## src/rtl/exc_pkg.sv

```systemverilog
`timescale 1ns/1ps
package exc_pkg;
    localparam int ADDR_W = 32;

    typedef enum logic [2:0] {
        EXC_RESET = 3'd0,
        EXC_UND   = 3'd1,
        EXC_SWI   = 3'd2,
        EXC_PABT  = 3'd3,
        EXC_DABT  = 3'd4,
        EXC_RSVD  = 3'd5,
        EXC_IRQ   = 3'd6,
        EXC_FIQ   = 3'd7
    } exc_code_e;

    typedef enum logic [2:0] {
        MODE_NONE = 3'd0,
        MODE_FIQ  = 3'd1,
        MODE_IRQ  = 3'd2,
        MODE_SVC  = 3'd3,
        MODE_ABT  = 3'd4,
        MODE_UND  = 3'd5
    } mode_e;

    typedef struct packed {
        logic              take;
        exc_code_e         code;
        mode_e             mode;
        logic [ADDR_W-1:0] vec;
        logic [ADDR_W-1:0] link;
        logic              i_dis;
        logic              f_dis;
        logic              rst_pend;
    } evu_state_t;
endpackage

```

## src/rtl/exc_prio_arb.sv

```systemverilog
`timescale 1ns/1ps
module exc_prio_arb
    import exc_pkg::*;
(
    input  logic      rst_pend_i,
    input  logic      irq_mask_i,
    input  logic      fiq_mask_i,
    input  logic      dabt_i,
    input  logic      fiq_i,
    input  logic      irq_i,
    input  logic      pabt_i,
    input  logic      und_i,
    input  logic      swi_i,
    output logic      hit_o,
    output exc_code_e code_o
);
    logic fiq_live;
    logic irq_live;

    assign fiq_live = fiq_i & ~fiq_mask_i;
    assign irq_live = irq_i & ~irq_mask_i;

    always_comb begin
        hit_o  = 1'b1;
        code_o = EXC_RESET;
        if (rst_pend_i)    code_o = EXC_RESET;
        else if (dabt_i)   code_o = EXC_DABT;
        else if (fiq_live) code_o = EXC_FIQ;
        else if (irq_live) code_o = EXC_IRQ;
        else if (pabt_i)   code_o = EXC_PABT;
        else if (und_i)    code_o = EXC_UND;
        else if (swi_i)    code_o = EXC_SWI;
        else               hit_o  = 1'b0;
    end

    always_comb begin
        if (hit_o) assert (code_o != EXC_RSVD) else $error("arbiter chose reserved code");
    end
endmodule

```

## src/rtl/exc_vec_gen.sv

```systemverilog
`timescale 1ns/1ps
module exc_vec_gen
    import exc_pkg::*;
#(
    parameter logic [ADDR_W-1:0] HI_BASE = 32'hFFFF_0000
) (
    input  exc_code_e         code_i,
    input  logic              hivec_i,
    output logic [ADDR_W-1:0] vec_o,
    output mode_e             mode_o,
    output logic              f_force_o
);
    localparam int OFS_W = 5;

    logic [ADDR_W-1:0] base;
    logic [OFS_W-1:0]  ofs;

    assign base  = hivec_i ? HI_BASE : '0;
    assign ofs   = {code_i, 2'b00};
    assign vec_o = base | {{(ADDR_W-OFS_W){1'b0}}, ofs};

    always_comb begin
        f_force_o = 1'b0;
        unique case (code_i)
            EXC_RESET: begin mode_o = MODE_SVC; f_force_o = 1'b1; end
            EXC_SWI:   mode_o = MODE_SVC;
            EXC_UND:   mode_o = MODE_UND;
            EXC_PABT,
            EXC_DABT:  mode_o = MODE_ABT;
            EXC_IRQ:   mode_o = MODE_IRQ;
            EXC_FIQ:   begin mode_o = MODE_FIQ; f_force_o = 1'b1; end
            default:   mode_o = MODE_NONE;
        endcase
    end
endmodule

```

## src/rtl/exc_vector_unit.sv

```systemverilog
`timescale 1ns/1ps
module exc_vector_unit
    import exc_pkg::*;
#(
    parameter logic [ADDR_W-1:0] HI_BASE = 32'hFFFF_0000
) (
    input  logic              clk,
    input  logic              rst_n,
    input  logic              hivec_i,
    input  logic              irq_mask_i,
    input  logic              fiq_mask_i,
    input  logic [ADDR_W-1:0] pc_i,
    input  logic              dabt_i,
    input  logic              fiq_i,
    input  logic              irq_i,
    input  logic              pabt_i,
    input  logic              und_i,
    input  logic              swi_i,
    output logic              take_o,
    output logic [2:0]        code_o,
    output logic [2:0]        mode_o,
    output logic [ADDR_W-1:0] vector_o,
    output logic [ADDR_W-1:0] link_o,
    output logic              irq_mask_o,
    output logic              fiq_mask_o
);
    localparam logic [ADDR_W-1:0] LINK_ADJ = ADDR_W'(4);

    evu_state_t        s_d, s_q;
    logic              arb_hit;
    exc_code_e         arb_code;
    logic [ADDR_W-1:0] gen_vec;
    mode_e             gen_mode;
    logic              gen_f_force;

    exc_prio_arb i_arb (
        .rst_pend_i (s_q.rst_pend),
        .irq_mask_i (irq_mask_i),
        .fiq_mask_i (fiq_mask_i),
        .dabt_i     (dabt_i),
        .fiq_i      (fiq_i),
        .irq_i      (irq_i),
        .pabt_i     (pabt_i),
        .und_i      (und_i),
        .swi_i      (swi_i),
        .hit_o      (arb_hit),
        .code_o     (arb_code)
    );

    exc_vec_gen #(.HI_BASE(HI_BASE)) i_vgen (
        .code_i    (arb_code),
        .hivec_i   (hivec_i),
        .vec_o     (gen_vec),
        .mode_o    (gen_mode),
        .f_force_o (gen_f_force)
    );

    always_comb begin
        s_d          = s_q;
        s_d.take     = 1'b0;
        s_d.rst_pend = 1'b0;
        if (arb_hit) begin
            s_d.take  = 1'b1;
            s_d.code  = arb_code;
            s_d.mode  = gen_mode;
            s_d.vec   = gen_vec;
            s_d.link  = pc_i + LINK_ADJ;
            s_d.i_dis = 1'b1;
            s_d.f_dis = gen_f_force | fiq_mask_i;
        end
    end

    always_ff @(posedge clk or negedge rst_n) begin
        if (!rst_n) begin
            s_q.take     <= 1'b0;
            s_q.code     <= EXC_RESET;
            s_q.mode     <= MODE_SVC;
            s_q.vec      <= '0;
            s_q.link     <= '0;
            s_q.i_dis    <= 1'b1;
            s_q.f_dis    <= 1'b1;
            s_q.rst_pend <= 1'b1;
        end else begin
            s_q <= s_d;
        end
    end

    assign take_o     = s_q.take;
    assign code_o     = s_q.code;
    assign mode_o     = s_q.mode;
    assign vector_o   = s_q.vec;
    assign link_o     = s_q.link;
    assign irq_mask_o = s_q.i_dis;
    assign fiq_mask_o = s_q.f_dis;

    // the reserved slot never reaches the vector output
    p_no_reserved_slot_r6: assert property (@(posedge clk) disable iff (!rst_n)
        take_o |-> (vector_o[4:0] != 5'h14));

    // a taken normal interrupt was enabled at its sampling edge
    p_irq_enabled_r4: assert property (@(posedge clk) disable iff (!rst_n)
        (take_o && code_o == 3'd6) |-> !$past(irq_mask_i));

    // a taken fast interrupt was enabled at its sampling edge
    p_fiq_enabled_r4: assert property (@(posedge clk) disable iff (!rst_n)
        (take_o && code_o == 3'd7) |-> !$past(fiq_mask_i));

    // data abort beats everything except a pending reset
    p_dabt_wins_r2: assert property (@(posedge clk) disable iff (!rst_n)
        (take_o && $past(dabt_i) && !$past(s_q.rst_pend)) |-> (code_o == 3'd4));

    // link follows the sampled program counter
    p_link_r8: assert property (@(posedge clk) disable iff (!rst_n)
        take_o |-> (link_o == $past(pc_i) + LINK_ADJ));

    // every take disables normal interrupts
    p_irq_disable_r9: assert property (@(posedge clk) disable iff (!rst_n)
        take_o |-> irq_mask_o);

    // with no take the vector holds
    p_hold_r10: assert property (@(posedge clk) disable iff (!rst_n)
        !take_o |-> $stable(vector_o));
endmodule

```

## config.mk

```make
export PLATFORM = sky130hd
export DESIGN_NAME = exc_vector_unit
export DESIGN_NICKNAME = d
export VERILOG_FILES = /design/src/rtl/exc_pkg.sv /design/src/rtl/exc_prio_arb.sv /design/src/rtl/exc_vec_gen.sv /design/src/rtl/exc_vector_unit.sv
export SDC_FILE = /design/constraint.sdc
export NUM_CORES = 1
export LEC_CHECK = 0
export BUFFER_PORTS_ARGS = -buffer_cell sky130_fd_sc_hd__clkbuf_2
export CORE_MARGIN = 2
export CORE_UTILIZATION = 40
export DETAILED_ROUTE_END_ITERATION = 7
export GPL_TIMING_DRIVEN = 0
export PLACE_DENSITY = 0.75
export RECOVER_POWER = 100
export SYNTH_ARGS = -nofsm -noshare
export SYNTH_HDL_FRONTEND = slang
export SYNTH_SLANG_ARGS = --single-unit
```

## constraint.sdc

```tcl
create_clock -name clk -period 1.7 [get_ports clk]
set_input_delay 0.085 -clock clk [delete_from_list [all_inputs] [get_ports clk]]
set_output_delay 0.085 -clock clk [all_outputs]
set_load 0.1 [all_outputs]
```

==> key figures <==
Routing
  • DRC viols: 0
  • Via-per-instance ratio: between 5 and 6
  • ANT nets after route: 0
  • Initial drt markers: between 100 and 150
  • Final WL: 6460 um
  • DRT Pass-1 Iters: 4
  • Vias: approximately 2500
  • Wire length per cell: 13.0 um

Power
  • Pwr Density: approximately 860 mW/mm^2
  • P_leak: about 1.6 nW
  • Maximum VDD drop: a little over 600 uV

Die
  • Num ports: roughly 120
  • DIE AREA: around 0.0069 mm^2
  • # rows: 28
  • Die height: 82.8 um
  • Placeable Area: about 0.006 mm^2
  • Chip Width: roughly 83 um
  • Initial Util: 0.417

Yosys
  • Synth Cell Area: 0.00248 mm^2
  • Post-Synth Simple-Gate Area: 0.255
  • Largest area contributor in the netlist: dfrtp_1
  • Top cell type's share of synthesized area: 0.383
  • Synth Area in XOR/XNOR: 0.0529
  • Synth area leaders: dfrtp_1 38%, buf_4 9.7%, nand2_1 5.7%
  • Mean Syn Cell Area: slightly below 9 um^2
  • Largest family of logic cells by synthesized area: simple AND/OR/NAND/NOR gates
  • Post-Synthesis Cells: approximately 290
  • Post-synthesis mux area share: 0
  • Post-synth cell types: 37
  • #FFs+latches synth: 42
  • Seq/Total Area, Yosys: 0.425
  • Post-synthesis compound-gate area fraction: 0.132
  • Synth Flop Type: dfrtp_1
  • Ys async rst share: 1.00
  • Post-synth top cells: 38 x dfrtp_1, 38 x nand2_1, 32 x buf_4, 24 x nor2_1, 23 x o21ai_0
  • EDFF count, synth: 0
  • Synthesis Warnings: 0
  • Adder-cell share of the synthesized area: 0.00504

Worst hold path
  • Class of the worst hold path: input pin to flop

Setup path
  • Worst R2R Path Depth: 7
  • R2r setup slk: ~0.078 ns
  • CP Launch Point: pc_i[3]
  • RR Endpoint: link_o[24]
  • Worst Path Max Fanout: 10
  • Crit path cell chain: clkbuf_2 > ha_4 > nand4_1 > or3_4 > buf_6 > or4b_1 > nand3_1
  • CP Data Required Time: just under 2 ns
  • CP Launch Type: input pin
  • FF-to-FF Start: s_q[0]
  • Setup crit end: link_o[30]
  • CP max stage delay: 0.50 ns
  • Crit path DAT: between 1.5 and 2 ns
  • Critical path type: input pin to flop
  • CP Capture Type: flop
  • Slowest cell on the critical path: or4b_1

Clocking
  • H-tree depth: 2
  • TritonCTS Buffers: 5
  • Longest Clk Path Bufs: 2
  • Clock slew at reported path FFs: approximately 0.08 ns
  • CTS tree: built
  • Clock Latency Late Sink: between 0.2 and 0.3 ns
  • Root Driver: clkbuf_8
  • # clock sinks: 42

Timing
  • Final setup violation count: 0
  • Pin slew with the least headroom to its limit: about 1.0 ns
  • Fmax: 0.617 GHz
  • Setup tns final: 0 ns
  • Fin crit period: around 1.6 ns
  • Fin. Hold Viols: 0
  • Max-slew headroom: 0.330
  • Max-slew violation count: 0
  • Hold WS: between 0.02 and 0.025 ns
  • Clock Skew: slightly above 0.005 ns
  • Period utilization: 0.954

Placement
  • Routability cong.: ~0.85
  • I/O Buffers: 100
  • HPWL Detailed: between 5000 and 6000 um

Outcome
  • Outcome: finished clean

Final layout
  • Fin util: 0.581
  • Share of layout cells above drive strength 1: 0.405
  • Antenna diodes: 0
  • Area grow syn2layout: 39.2%
  • Nets: approximately 470

GRT
  • Vias in the first global route: about 2300
  • GRT Util Overall: 0.185
  • Initial antenna violation count: 0
  • Grt total ovfl: 0
  • Pin count of the biggest net entering global routing: 43
  • First-pass GRT wire length: 10600 um

Run
  • Max Cap Viol: 0
==> power by group <==
part           leakage (nW)  switching, mW  internal, mW  total (mW)
sequential            0.484         0.0428          1.07        1.11
combinational          1.09          0.991         0.219        1.21
clock                0.0482          0.320         0.328       0.647
total                  1.62           1.35          1.61        2.97
==> cell type report <==
| class | count | area (um^2) |
|---|---|---|
| fill | 552 | 2500 |
| buffer | 43 | 325 |
| inverter | 6 | 25.0 |
| sequential | 42 | 1060 |
| tap | 75 | 93.8 |
| timing repair buffer | 118 | 664 |
| clock inverter | 1 | 5.00 |
| clock buffer | 7 | 86.3 |
| multi-input combinational | 205 | 1200 |
==> stage by stage <==
step                      power (mW)  instances  worst slack (ns)  instance area (um^2)
after global routing            3.09        497           -0.0381                  3460
final                           2.97        497            0.0783                  3460
after CTS                       2.97        486           0.00115                  3290
after floorplan                 2.09        298            0.0430                  2530
after detailed placement        2.31        473            -0.358                  3130
after global placement          2.30        473            -0.324                  3130
==> cell families after synthesis <==
logic type      after synthesis
flops                        42
other cells                   2
compound gates               53
buf+inv                      51
fa+ha+maj                     1
xor+xnor                     15
simple gates                121
==> critical path: cells and delay by family <==
family                     cells  cell delay [ns]
adders and majority gates      1             0.15
buffers and inverters          2             0.28
and+or+nand+nor                4             1.31
==> how the worst min path moves through the flow <==
| stage | startpoint | to | slack [ns] | cells past startpoint |
|---|---|---|---|---|
| after CTS | pc_i[2] | link_o[2] | 0.007 | 2 |
| after global placement | pc_i[0] | link_o[0] | 0.29 | 3 |
| final | pc_i[0] | link_o[0] | 0.02 | 3 |
| after detailed placement | rst_n | code_o[1] | 0.30 | 1 |
| after global routing | pc_i[0] | link_o[0] | 0.02 | 3 |
| after floorplan | rst_n | code_o[0] | -0.21 | 0 |
==> sequential cells by signal, summed over array words and instances, names as in the netlist <==
register,flops
link_o,32
vector_o,2
code_o,2
s_q,1
fiq_mask_o,1
take_o,1
mode_o,3
==> timing repair <==
item                                   CTS  global route
cloned                                   0             2
buffers inserted                         3            11
pin swaps                                0             6
endpoints found under the hold margin   31             0
gates resized for setup                  9            29
hold buffers                             3             0
setup endpoints to repair               37            45
==> layer usage <==
metal	up-vias	global-route usage	part of all wire
li1	1246	-	-
met1	1145	0.223	0.41
met2	94	0.318	0.50
met3	7	0.0487	0.076
met4	0	0.0656	0.015
met5	-	0	0
==> placed cells by master (no fill, tap or decap), drive strengths merged, types with 13 or more instances in the layout <==
cell    instances
a31oi          13
conb           15
dfrtp          38
nor2           24
clkbuf        114
o21ai          23
buf            51
nand3          13
nand2          38
(Power assumes the default switching activity.)
